### config.mk
export PLATFORM = sky130hd
export DESIGN_NAME = a20_wrap_unit
export DESIGN_NICKNAME = d
export VERILOG_FILES = /design/src/rtl/a20m_pkg.sv /design/src/rtl/a20m_req_pipe.sv /design/src/rtl/a20m_cycle_track.sv /design/src/rtl/a20m_addr_gate.sv /design/src/rtl/a20_wrap_unit.sv
export SDC_FILE = /design/constraint.sdc
export NUM_CORES = 1
export LEC_CHECK = 0
export ABC_AREA = 1
export ABC_CLOCK_PERIOD_IN_PS = 1400
export BUFFER_PORTS_ARGS = -buffer_cell sky130_fd_sc_hd__buf_4
export CAP_MARGIN = 5
export CORE_UTILIZATION = 35
export CTS_CLUSTER_DIAMETER = 40
export CTS_CLUSTER_SIZE = 16
export DETAILED_ROUTE_END_ITERATION = 8
export PLACE_DENSITY = 0.79
export SYNTH_ARGS = -nofsm -noshare
export SYNTH_HDL_FRONTEND = slang
export SYNTH_SLANG_ARGS = --single-unit
### constraint.sdc
create_clock -name clk -period 1.4 [get_ports clk]
set_clock_uncertainty 0.1 [all_clocks]
set_input_delay 0.14 -clock clk [delete_from_list [all_inputs] [get_ports clk]]
set_output_delay 0.14 -clock clk [all_outputs]
set_load 0.005 [all_outputs]
### src/rtl/a20m_pkg.sv
package a20m_pkg;

    typedef enum logic [1:0] {
        KIND_DATA     = 2'b00,
        KIND_PREFETCH = 2'b01,
        KIND_IOWR     = 2'b10,
        KIND_INVAL    = 2'b11
    } cyc_kind_e;

    typedef struct packed {
        logic      busy;
        cyc_kind_e kind;
        logic      dec;
    } track_st_t;

endpackage

### src/rtl/a20m_req_pipe.sv
module a20m_req_pipe #(
    parameter int LATENCY     = 4,
    parameter int SYNC_STAGES = 2
) (
    input  logic clk,
    input  logic rst,
    input  logic mask_req_n,
    input  logic io_done,
    output logic eff_mask,
    output logic pre_stage,
    output logic stage_first,
    output logic ignoring,
    output logic reset_viol
);
    localparam int DELAY_STAGES = LATENCY - SYNC_STAGES;

    typedef struct packed {
        logic [LATENCY-1:0] pipe;
        logic               ign;
        logic               viol;
        logic               seen;
    } pipe_st_t;

    pipe_st_t st_d, st_q;
    logic req_on, first_clk, catch_bad, gated;

    always_comb begin
        st_d      = st_q;
        req_on    = !mask_req_n;
        first_clk = !st_q.seen;
        catch_bad = first_clk & req_on;
        gated     = req_on & !st_q.ign & !catch_bad;
        st_d.seen = 1'b1;
        st_d.viol = st_q.viol | catch_bad;
        st_d.ign  = (st_q.ign | catch_bad) & req_on;
        st_d.pipe = {st_q.pipe[LATENCY-2:0], gated};
        if (io_done && DELAY_STAGES > 0) begin
            for (int i = SYNC_STAGES; i < LATENCY; i++) begin
                st_d.pipe[i] = st_q.pipe[SYNC_STAGES-1];
            end
        end
    end

    always_ff @(posedge clk or posedge rst) begin
        if (rst) begin
            st_q <= '0;
        end else begin
            st_q <= st_d;
        end
    end

    assign eff_mask    = st_q.pipe[LATENCY-1];
    assign pre_stage   = st_q.pipe[LATENCY-2];
    assign stage_first = st_q.pipe[0];
    assign ignoring    = st_q.ign;
    assign reset_viol  = st_q.viol;
endmodule

### src/rtl/a20m_cycle_track.sv
module a20m_cycle_track
    import a20m_pkg::*;
(
    input  logic      clk,
    input  logic      rst,
    input  logic      strobe,
    input  logic      rdy,
    input  logic      last_xfer,
    input  cyc_kind_e kind_in,
    input  logic      eff_mask,
    output cyc_kind_e cur_kind,
    output logic      use_mask,
    output logic      io_done,
    output logic      busy,
    output logic      held
);
    track_st_t st_d, st_q;
    logic start, active, finish;

    always_comb begin
        st_d     = st_q;
        start    = strobe & !st_q.busy;
        active   = start | st_q.busy;
        cur_kind = st_q.busy ? st_q.kind : kind_in;
        finish   = active & rdy & ((cur_kind != KIND_PREFETCH) | last_xfer);
        io_done  = finish & (cur_kind == KIND_IOWR);
        st_d.busy = active & !finish;
        if (start) begin
            st_d.kind = kind_in;
            st_d.dec  = eff_mask;
        end
        use_mask = st_q.busy ? st_q.dec : eff_mask;
    end

    always_ff @(posedge clk or posedge rst) begin
        if (rst) begin
            st_q <= '{busy: 1'b0, kind: KIND_DATA, dec: 1'b0};
        end else begin
            st_q <= st_d;
        end
    end

    assign busy = st_q.busy;
    assign held = st_q.dec;
endmodule

### src/rtl/a20m_addr_gate.sv
module a20m_addr_gate
    import a20m_pkg::*;
#(
    parameter int ADDR_W   = 32,
    parameter int MASK_BIT = 20
) (
    input  logic [ADDR_W-1:0] addr_in,
    input  logic              real_mode,
    input  cyc_kind_e         cur_kind,
    input  logic              use_mask,
    output logic [ADDR_W-1:0] addr_out
);
    localparam logic [ADDR_W-1:0] BIT_SEL = ADDR_W'(1) << MASK_BIT;

    logic mask_on;

    always_comb begin
        mask_on  = real_mode & use_mask & (cur_kind != KIND_INVAL);
        addr_out = mask_on ? (addr_in & ~BIT_SEL) : addr_in;
    end
endmodule

### src/rtl/a20_wrap_unit.sv
module a20_wrap_unit
    import a20m_pkg::*;
#(
    parameter int ADDR_W      = 32,
    parameter int MASK_BIT    = 20,
    parameter int LATENCY     = 4,
    parameter int SYNC_STAGES = 2
) (
    input  logic              clk,
    input  logic              rst,
    input  logic              mask_req_n,
    input  logic              real_mode,
    input  logic [1:0]        cyc_kind,
    input  logic              strobe,
    input  logic              rdy,
    input  logic              last_xfer,
    input  logic [ADDR_W-1:0] addr_in,
    output logic [ADDR_W-1:0] addr_out,
    output logic              reset_viol
);
    logic      eff_mask, pre_stage, stage_first, ignoring;
    logic      io_done, use_mask, busy, held;
    cyc_kind_e kind_in, cur_kind;

    assign kind_in = cyc_kind_e'(cyc_kind);

    a20m_req_pipe #(
        .LATENCY    (LATENCY),
        .SYNC_STAGES(SYNC_STAGES)
    ) u_req_pipe (
        .clk        (clk),
        .rst        (rst),
        .mask_req_n (mask_req_n),
        .io_done    (io_done),
        .eff_mask   (eff_mask),
        .pre_stage  (pre_stage),
        .stage_first(stage_first),
        .ignoring   (ignoring),
        .reset_viol (reset_viol)
    );

    a20m_cycle_track u_track (
        .clk      (clk),
        .rst      (rst),
        .strobe   (strobe),
        .rdy      (rdy),
        .last_xfer(last_xfer),
        .kind_in  (kind_in),
        .eff_mask (eff_mask),
        .cur_kind (cur_kind),
        .use_mask (use_mask),
        .io_done  (io_done),
        .busy     (busy),
        .held     (held)
    );

    a20m_addr_gate #(
        .ADDR_W  (ADDR_W),
        .MASK_BIT(MASK_BIT)
    ) u_gate (
        .addr_in  (addr_in),
        .real_mode(real_mode),
        .cur_kind (cur_kind),
        .use_mask (use_mask),
        .addr_out (addr_out)
    );
endmodule

Yosys cells after proc, flatten, opt, wreduce, memory -nomap -nowiden
Cells that the tools add are included.
Widths: inputs -> output; s select.
Word-level totals
  register bits: 11
  input bits: 41
  output and inout bits: 33
  logic and storage cells: 35
Operators by class
  bitwise gates (word level): 15
  multiplexer cells: 4
  reduce and logical (&&, ||, !) cells: 6
  equality and inequality tests: 3
Operators by type and width (count)
  $mux 21: 1
  $and 1x1->1: 11
  $logic_not 1->1: 6
  $mux 2: 2
  $or 1x1->1: 4
  $eq 2x2->1 const B: 1
  $ne 2x1->1 const B: 1
  $ne 2x2->1 const B: 1
  $mux 1: 1

Logic depth before layout (Yosys ltp)
Gate-level depths: netlist of run 1.
  word-level depth: 7
  gate-level depth with buffers: 6
  depth with buffers taken out: 6

By module
From an unflattened synthesis of run 1, not the netlist that was laid out.
Unflattened totals
  cell total of the unflattened synthesis: 89
  area total of the unflattened synthesis: 710.7 um2
By module, submodules not included
  a20m_addr_gate: times used 1, sequential area each 0.0 um2, cells each 36, area an instance 256.5 um2
  a20m_cycle_track: times used 1, sequential area each 100.1 um2, cells each 34, area an instance 227.7 um2
  a20m_req_pipe: times used 1, sequential area each 175.2 um2, cells each 19, area an instance 226.5 um2

Least setup slack after synthesis of run 1
No wires, ideal clock.
  path kind: register to output
  start point: register u_track.st_q, in the netlist u_track.busy
  end point: output addr_out[20]
  data arrival time: 0.864 ns
  path buffers: 0
  cell stages (with the launch flop): 6
  data required time: 1.160 ns
  setup slack: 0.296 ns
  cell sequence: dfrtp_1 inv_2 nand2_1 nand2_2 nand2_1 a21boi_2
On the way
  word-level cells in the longest chain between the ends: 4
  elaborated cells on any way between the ends: 6
  those cells by class: 1 x eq/ne; 3 x mux; 2 x bitwise
RTL lines
  from (decl): line a20m_cycle_track.sv:17  | track_st_t st_d, st_q;
  from (signal assigned): line a20m_cycle_track.sv:37  | st_q <= '{busy: 1'b0, kind: KIND_DATA, dec: 1'b0};
  from (signal assigned): line a20m_cycle_track.sv:39  | st_q <= st_d;
  $mux 2 or $mux 1 (tied branches): line a20m_cycle_track.sv:24, a20m_cycle_track.sv:32
  $ne 2x2->1 or $and 1x1->1 (tied branches): line a20m_addr_gate.sv:18  | mask_on = real_mode & use_mask & (cur_kind != KIND_INVAL);
  $and 1x1->1 *: line a20m_addr_gate.sv:18
  $mux 21 *: line a20m_addr_gate.sv:19  | addr_out = mask_on ? (addr_in & ~BIT_SEL) : addr_in;
  to (decl): line a20_wrap_unit.sv:18  | output logic [ADDR_W-1:0] addr_out,
Mark *: on every way between the ends. The rest lies on a longest branch, timed or not.

Worst setup path after layout of run 1
Ends and elaborated chain as after synthesis.

==> reports/results.txt, run 1 <==
Syn Nets -> 127
Worst vdd ir -> 0.000456 V
Critical Path RT -> 1.16 ns
Seq/Total Area, Yosys -> 37.6%
Worst-Skew Late Latency -> 0.26 ns
Worst min-delay path class -> in -> reg
CTS tree -> yes
Grt total ovfl -> 0
Failing checks -> negative setup slack
WL met1 -> 460 um
Critical path, cell by cell -> clkinv_4 -> nand2_4 -> nand2_4 -> nand2_2 -> a21boi_2 -> buf_4
Drt wl/cell -> 13.8 um
Mapped Avg Cell Area -> 8.51 um^2
Number of H-tree levels -> 1
CP peak stage delay -> 0.45 ns
Setup violators final -> 1
Arrival @ worst endpoint -> 1.22 ns
Crit-path max FO -> 6
Fin util -> 40.1%
CTS Sinks -> 11
Drt total wl -> 1490 um
Die area -> 2280 um^2
1st-iter DRT viols -> 8
Setup tns final -> -0.0633 ns
Max-Cap Viols -> 0
Crit path capture type -> output port
Wire length on met3 -> 141 um
Proportion of layout cells with a drive suffix above 1 -> 45.7%
Reg clk slew, reported paths -> 0.06 ns
DP Area -> 616 um^2
Gpl congestion -> 0.834
Row count -> 16
Final ANT Viol Nets -> 0
Post-synth top area share -> 37.6%
Drt pass-1 iters -> 2
ANT cells -> 0
Top cells by area, synth -> dfrtp_1, buf_4, nand2_1
CTS Buf Count -> 3
Power per cell area -> 1010 nW/um^2
Synthesis warning total -> 0
Die Span Y -> 47.7 um
Critical path's slowest cell -> dfrtp_2
Final Hold Fails -> 0
Status -> complete, but fails checks
Top flop regs -> u_req_pipe.st_q x2, u_track.st_q x2
Die X -> 47.7 um
Yosys reg bits -> 11
Max Slew Vio Count -> 0
Met2 routed WL -> 817 um
I/O Buffers -> 11
Setup CP Type -> reg -> out
PnR worst setup slack -> -0.0633 ns
All-Layer GR Usage -> 14.0%
Root buffer cell -> clkbuf_4
Dpl cells -> 93
Crit path launch type -> register
Leading area contributor after synthesis -> dfrtp_1
Starting Density -> 37.3%
Post-synthesis instance area -> 732 um^2
Post-Layout Cell Count -> 108
Top routing layer used -> met4
DRC Markers -> 0
Total number of vias -> 490
Fmax -> 683 MHz
Largest net degree at the start of global routing -> 12
Core area -> 1960 um^2
First-pass GRT wire length -> 2080 um
DP Wirelength -> 1030 um
Top-Level Pins -> 74
Post-route minimum period -> 1.46 ns
Most used cell, CP -> nand2_4
Post-Synthesis Cells -> 86
Crit share post-route -> 105%
Synth unique cells -> 21
Antenna violations before repair -> 0
Cell leakage power -> 0.407 nW
Unrepaired setup endpoints after global routing -> true
Final #Nets -> 123
Drt via density -> 4.54
Post-route cell area -> 786 um^2
Clk buf depth -> 2
Vias in the first global route -> 502
Area Overhead vs Synth -> 7.35%
==> synth_stat cells <==
| cell type | number |
|---|---|
| nand2_4 | 1 |
| inv_1 | 6 |
| o21ai_0 | 1 |
| nor2_2 | 1 |
| nand2_1 | 18 |
| dfrtp_1 | 11 |
| nand3b_1 | 1 |
| nand2_2 | 2 |
| inv_2 | 1 |
| conb_1 | 1 |
| a21boi_0 | 1 |
| nor3b_1 | 1 |
| nand3_2 | 1 |
| a21boi_2 | 1 |
| nand3_1 | 2 |
| nor2_1 | 2 |
| nand4_1 | 1 |
| buf_4 | 31 |
| o21bai_2 | 1 |
| o21bai_1 | 1 |
| a21oi_1 | 1 |
==> placed cells by master (no fill, tap or decap), drive strengths merged, types with 2 or more instances in the layout <==
cell type and count:
a21boi 2, buf 20, clkbuf 4, dfrtp 11, dlygate4sd3 2, inv 6, nand2 21, nand3 3
nor2 3, o21bai 2
==> worst max-delay path, delay by kind of cell (launching register included) <==
| family | cells | cell delay (ns) |
|---|---|---|
| buf+inv | 2 | 0.22 |
| compound gates | 1 | 0.12 |
| simple gates | 3 | 0.18 |
| flops | 1 | 0.45 |
==> logic make-up (layout without fill, tap and decap cells) <==
family / after synthesis / in the layout / synth area share [%]
compound gates: 6 / 6 / 6.49
buf+inv: 38 / 33 / 35.4
flops: 11 / 11 / 37.6
other cells: 1 / 1 / 0.512
simple gates: 30 / 30 / 20.0
==> per-layer routing <==
layer,vias to the layer above,track usage [%]
met4,0,13.3
met3,10,3.40
met5,-,0
met2,36,25.1
met1,219,12.6
li1,225,-
==> path summary, 6_finish.rpt <==
kind / start / end / slack (ns) / depth (start not counted)
min in group asynchronous: rst / u_req_pipe.st_q[0] / 0.31 / 3
min: rdy / u_track.busy / 0.03 / 4
max: u_track.busy / addr_out[20] / -0.06 / 6
min reg2reg: u_req_pipe.stage_first / u_req_pipe.st_q[4] / 0.25 / 0
max in group asynchronous: rst / u_track.busy / 0.59 / 3
max reg2reg: u_track.busy / u_track.busy / 0.09 / 7
==> per-stage QoR <==
stage	hold slack, ns	setup WS, ns	total power, mW
after floorplan	-0.108	0.296	0.520
after global placement	0.0412	0.148	0.489
after detailed placement	0.0545	0.0745	0.497
after CTS	0.0204	-0.0726	0.770
after global routing	0.0304	-0.132	0.848
final	0.0333	-0.0633	0.795
==> what timing repair did <==
action | 4_1_cts | 5_1_grt
setup buffers | 9 | 1
endpoints found under the setup margin | 1 | 2
hold endpoints to repair | 14 | 0
gates resized for setup | 6 | 10
pin swaps | 5 | 9
hold buffers | 2 | 0
==> power by group <==
group / leakage (nW) / switching [mW] / internal, mW
clock network: 0.0150 / 0.0923 / 0.110
registers: 0.135 / 0.0269 / 0.346
logic: 0.257 / 0.106 / 0.114
total: 0.407 / 0.225 / 0.570
==> area by class of cell <==
type	count	area (um^2)
Fill cell	213	1180
Sequential cell	11	277
Multi-Input combinational cell	37	244
Timing Repair Buffer	22	174
Tap cell	27	33.8
Inverter	7	31.3
Clock buffer	4	26.3
Power figures use the tool's default switching activity.
==> run 2: changes to the inputs <==
SETUP_SLACK_MARGIN = 0.4   (was unset)
==> reports/results.txt, run 2 (synthesized netlist as in run 1, its figures left out) <==
Final Hold Fails -> 0 (unchanged)
Flip-flop and latch area -> 277 um^2 (unchanged)
DRC Markers -> 0 (unchanged)
Status -> complete, but fails checks
Arrival @ worst endpoint -> 1.24 ns (+0.02 ns)
Cell count along the critical path -> 5 (-1)
Hold EP -> u_track.busy
Final ANT Viol Nets -> 0 (unchanged)
Drt pass-1 iters -> 4 (+2)
Power per cell area -> 1030 nW/um^2 (+2.2%)
Antenna violations before repair -> 0 (unchanged)
Critical Path RT -> 1.16 ns (about the same)
ANT cells -> 0 (unchanged)
Most common cell after layout, fill and taps aside -> buf_4
Top flop regs -> u_req_pipe.st_q x2, u_track.st_q x2
Worst Hold Depth -> 4 (unchanged)
Drt total wl -> 1570 um (+5.4%)
Fin util -> 38.7% (-1.3 points)
Gpl congestion -> 0.803 (-3.7%)
Final Total Pwr -> 786 uW (-1.2%)
Worst vdd ir -> 0.000484 V (+6.1%)
Cell leakage power -> 0.387 nW (-4.9%)
Worst-Skew Late Latency -> 0.26 ns (about the same)
Critical path's slowest cell -> dfrtp_2
I/O Buffers -> 11 (unchanged)
Fmax -> 676 MHz (-1.1%)
Post-route minimum period -> 1.48 ns (+0.0161 ns)
Failing checks -> negative setup slack
Reg clk slew, reported paths -> 0.07 ns (about the same)
Bufs and invs on worst path -> 2 (unchanged)
PnR worst setup slack -> -0.0794 ns (-0.0161 ns)
Largest net degree at the start of global routing -> 12 (unchanged)
Most frequent cells in the layout -> buf_4, nand2_1, dfrtp_1, nand2_2, inv_1
Hold Path Origin -> rdy
Setup CP Type -> reg -> out
Vias in the first global route -> 466 (-7.2%)
Clk pwr share -> 26.4% (+1.0 points)
Worst min-delay path class -> in -> reg
Worst path top cell family by delay -> flip-flops
Row count -> 16 (unchanged)
CP peak stage delay -> 0.45 ns (about the same)
Crit-path max FO -> 6 (unchanged)
Int Pwr -> 562 uW (-1.5%)
Capturing point of the worst reg2reg path -> u_track.busy
Number of H-tree levels -> 1 (unchanged)
Drt wl/cell -> 14.8 um (+7.4%)
Crit path launch type -> register
Clk buf depth -> 2 (unchanged)
First-pass GRT wire length -> 2100 um (+1.0%)
Starting Density -> 37.3% (unchanged)
Die X -> 47.7 um (unchanged)
Reg2Reg Depth -> 8 (+1)
Crit share post-route -> 106% (+1.1 points)
Switching power -> 224 uW (-0.39%)
RR Startpoint -> u_track.busy
Area Overhead vs Synth -> 3.76%
Final #Nets -> 121 (-1.6%)
Max Slew Vio Count -> 0 (unchanged)
Setup tns final -> -0.0973 ns (-0.0340 ns)
Top-Level Pins -> 74 (unchanged)
Core area -> 1960 um^2 (unchanged)
WHS -> 0.0235 ns (-0.00983 ns)
Grt total ovfl -> 0 (unchanged)
Crit path capture type -> output port
Die Span Y -> 47.7 um (unchanged)
All-Layer GR Usage -> 14.3% (+0.30 points)
DP Wirelength -> 1170 um (+13%)
Proportion of layout cells with a drive suffix above 1 -> 45.6% (-0.11 points)
Setup violators final -> 2 (+1)
CTS tree -> yes
CTS Sinks -> 11 (unchanged)
Worst R2R Setup Slack -> -0.02 ns (-0.11 ns)
Drt via density -> 4.63 (+2.1%)
Switch share -> 28.5% (+0.23 points)
Critical path, cell by cell -> inv_4 -> nand2_1 -> a21boi_1 -> a21boi_2 -> buf_4
Unrepaired setup endpoints after global routing -> true
Multi-input logic area -> 223 um^2 (-8.7%)
Fillcell total -> 210 (-1.4%)
1st-iter DRT viols -> 8 (unchanged)
Root buffer cell -> clkbuf_4
Total number of vias -> 491 (+0.20%)
CTS Buf Count -> 3 (unchanged)
Die area -> 2280 um^2 (unchanged)
Max-Cap Viols -> 0 (unchanged)
Flop pwr share -> 47.0% (about the same)
Combinational fraction of design power -> 26.6% (-1.1 points)
-- run 2: area by class of cell --
| type | instances | share of cell area (%) |
|---|---|---|
| flip-flops and latches | 11 | 36.4 |
| well taps | 27 | 4.45 |
| clock inverters | 1 | 0.659 |
| inverters | 7 | 3.79 |
| multi-input cells | 37 | 29.3 |
| repair buffers | 20 | 22.4 |
| clock buffers | 3 | 2.97 |
-- run 2: how the worst max path moves through the flow --
stage / start / slack, ns / to
detailed placement: u_track.busy / 0.15 / addr_out[20]
finish: u_track.busy / -0.08 / addr_out[20]
floorplan: u_track.busy / 0.31 / addr_out[20]
CTS: u_track.busy / -0.11 / addr_out[20]
global route: u_track.busy / -0.17 / addr_out[20]
global placement: u_track.busy / 0.19 / addr_out[20]
-- run 2: routing by layer --
metal / vias up / track usage, % / part of all wire (%)
met5: - / 0 / 0
met4: 0 / 9.44 / 2.0
met3: 8 / 2.26 / 9.0
met2: 29 / 28.6 / 61
met1: 237 / 12.8 / 28
li1: 217 / - / -
-- run 2: power groups by stage --
| stage | Combinational [mW] | Sequential [mW] | Clock (mW) |
|---|---|---|---|
| floorplan | 0.155 | 0.366 | 0 |
| global placement | 0.120 | 0.369 | 0 |
| detailed placement | 0.127 | 0.371 | 0 |
| CTS | 0.192 | 0.364 | 0.222 |
| global route | 0.229 | 0.373 | 0.229 |
| finish | 0.209 | 0.370 | 0.207 |
-- run 2: what timing repair did --
item | CTS | global route
setup endpoints to repair | 7 | 7
pin swaps | 6 | 5
resized for setup | 10 | 4
hold endpoints to repair | 14 | 0
hold buffers | 2 | 0
buffers inserted | 6 | 1
-- run 2: worst register-to-register path: cells and delay by family, from the launching register on --
kind	cells	cell delay, ns
AOI/OAI and AO/OA	1	0.10
DFF	1	0.45
buffers and inverters	4	0.45
and+or+nand+nor	3	0.22
-- run 2: through the flow --
| step | instances | area (um^2) | worst slack, ns |
|---|---|---|---|
| 6_report | 106 | 759 | -0.0794 |
| 5_1_grt | 106 | 759 | -0.167 |
| 4_1_cts | 105 | 742 | -0.106 |
| 3_5_place_dp | 93 | 616 | 0.145 |
| 3_3_place_gp | 93 | 616 | 0.186 |
| 2_1_floorplan | 86 | 732 | 0.313 |
==> run 3: changes to the inputs <==
SKIP_CTS_REPAIR_TIMING = 1   (was unset)
==> reports/results.txt, run 3 (synthesized netlist as in run 1, its figures left out) <==
Die X -> 47.7 um (unchanged)
Number of H-tree levels -> 1 (unchanged)
Combinational fraction of design power -> 24.0% (-2.6 points)
Failing checks -> negative setup slack
Unrepaired setup endpoints after global routing -> true
Clk pwr share -> 27.3% (+0.9 points)
Die area -> 2280 um^2 (unchanged)
Post-route minimum period -> 1.51 ns (+0.0354 ns)
Drt via density -> 4.69 (+1.2%)
Starting Density -> 37.3% (unchanged)
CTS Sinks -> 11 (unchanged)
Critical Path RT -> 1.16 ns (about the same)
Most frequent cells in the layout -> buf_4, nand2_1, dfrtp_1, nand2_2, inv_1
CTS tree -> yes
First-pass GRT wire length -> 1810 um (-14%)
Final #Nets -> 118 (-2.5%)
Power per cell area -> 1040 nW/um^2 (+0.50%)
Grt total ovfl -> 0 (unchanged)
Top flop regs -> u_req_pipe.st_q x2, u_track.st_q x2
DRC Markers -> 0 (unchanged)
Capturing point of the worst reg2reg path -> u_req_pipe.eff_mask
Hold Path Origin -> rdy
Switch share -> 29.0% (+0.52 points)
Switching power -> 221 uW (-1.6%)
Area Overhead vs Synth -> -0.171%
Top-Level Pins -> 74 (unchanged)
Gpl congestion -> 0.803 (unchanged)
Dpl cells -> 93 (unchanged)
Int Pwr -> 539 uW (-4.0%)
Reg2Reg Depth -> 7 (-1)
Status -> complete, but fails checks
Largest net degree at the start of global routing -> 12 (unchanged)
Cell leakage power -> 0.370 nW (-4.5%)
Reg clk slew, reported paths -> 0.07 ns (about the same)
Worst min-delay path class -> in -> reg
Worst-Skew Late Latency -> 0.26 ns (about the same)
Crit share post-route -> 108% (+2.5 points)
Setup CP Type -> reg -> out
Crit path capture type -> output port
DP Wirelength -> 1170 um (unchanged)
Worst Hold Depth -> 4 (unchanged)
Setup violators final -> 1 (-1)
Final Hold Fails -> 0 (unchanged)
Proportion of layout cells with a drive suffix above 1 -> 46.1% (+0.48 points)
Hold EP -> u_track.busy
Die Span Y -> 47.7 um (unchanged)
Clk buf depth -> 2 (unchanged)
Crit-path max FO -> 6 (unchanged)
ANT cells -> 0 (unchanged)
Core area -> 1960 um^2 (unchanged)
Worst vdd ir -> 0.000461 V (-4.7%)
RR Startpoint -> u_track.busy
Max-Cap Viols -> 0 (unchanged)
PnR worst setup slack -> -0.115 ns (-0.0354 ns)
1st-iter DRT viols -> 3 (-5)
Vias in the first global route -> 431 (-7.5%)
Antenna violations before repair -> 0 (unchanged)
Fmax -> 660 MHz (-2.3%)
Root buffer cell -> clkbuf_4
Max Slew Vio Count -> 0 (unchanged)
Crit path launch type -> register
Drt wl/cell -> 15.0 um (+1.9%)
All-Layer GR Usage -> 12.5% (-1.8 points)
Worst R2R Setup Slack -> 0.18 ns (+0.20 ns)
Final ANT Viol Nets -> 0 (unchanged)
Drt pass-1 iters -> 3 (-1)
Post-Layout Cell Count -> 103 (-2.8%)
Most common cell after layout, fill and taps aside -> buf_4
Flop pwr share -> 48.7% (+1.7 points)
Final Total Pwr -> 760 uW (-3.3%)
Arrival @ worst endpoint -> 1.27 ns (+0.03 ns)
I/O Buffers -> 11 (unchanged)
Row count -> 16 (unchanged)
Total number of vias -> 483 (-1.6%)
CTS Buf Count -> 3 (unchanged)
Drt total wl -> 1550 um (-1.0%)
-- run 3: final cells by class --
| type | count | area, um^2 |
|---|---|---|
| clock buffer | 3 | 22.5 |
| clock inverter | 1 | 5.00 |
| fill | 214 | 1230 |
| inverter | 7 | 28.8 |
| multi-input combinational | 37 | 228 |
| sequential | 11 | 277 |
| tap | 27 | 33.8 |
| timing repair buffer | 17 | 136 |
-- run 3: per-layer routing --
| layer | share of wire [%] | up-vias | global-route usage (%) |
|---|---|---|---|
| met4 | 3.0 | 0 | 11.1 |
| met5 | 0 | - | 0 |
| met3 | 9.5 | 10 | 3.77 |
| met2 | 59 | 27 | 24.3 |
| met1 | 29 | 236 | 9.46 |
| li1 | - | 210 | - |
-- run 3: worst max-delay path, cell delays in order, from the launching register on --
cell and delay (ns):
dfrtp_2 0.46, inv_4 0.11, nand2_2 0.05, nand2_2 0.08
nand2_2 0.06, a21boi_2 0.13, buf_4 0.12
-- run 3: through the flow --
step                      hold WS [ns]  TNS, ns  worst slack [ns]  area [um^2]  utilization [%]
final                           0.0232   -0.115            -0.115          731             37.2
after global routing            0.0465   -0.178            -0.178          731             37.2
after CTS                       -0.246   -0.164            -0.164          643             32.8
after detailed placement        0.0510        0             0.145          616             31.4
after global placement          0.0389        0             0.186          616             31.4
after floorplan                 -0.108        0             0.313          732                -
-- run 3: power groups by stage --
stage | clock network (mW) | logic (mW) | registers, mW
detailed placement | 0 | 0.127 | 0.371
floorplan | 0 | 0.155 | 0.366
CTS | 0.222 | 0.127 | 0.365
finish | 0.207 | 0.182 | 0.370
global route | 0.229 | 0.197 | 0.373
global placement | 0 | 0.120 | 0.369
-- run 3: how the worst max path moves through the flow --
stage | cells after the start | end | startpoint
2_1_floorplan | 5 | addr_out[20] | u_track.busy
5_1_grt | 6 | addr_out[20] | u_track.busy
3_5_place_dp | 6 | addr_out[20] | u_track.busy
3_3_place_gp | 6 | addr_out[20] | u_track.busy
6_report | 6 | addr_out[20] | u_track.busy
4_1_cts | 6 | addr_out[20] | u_track.busy
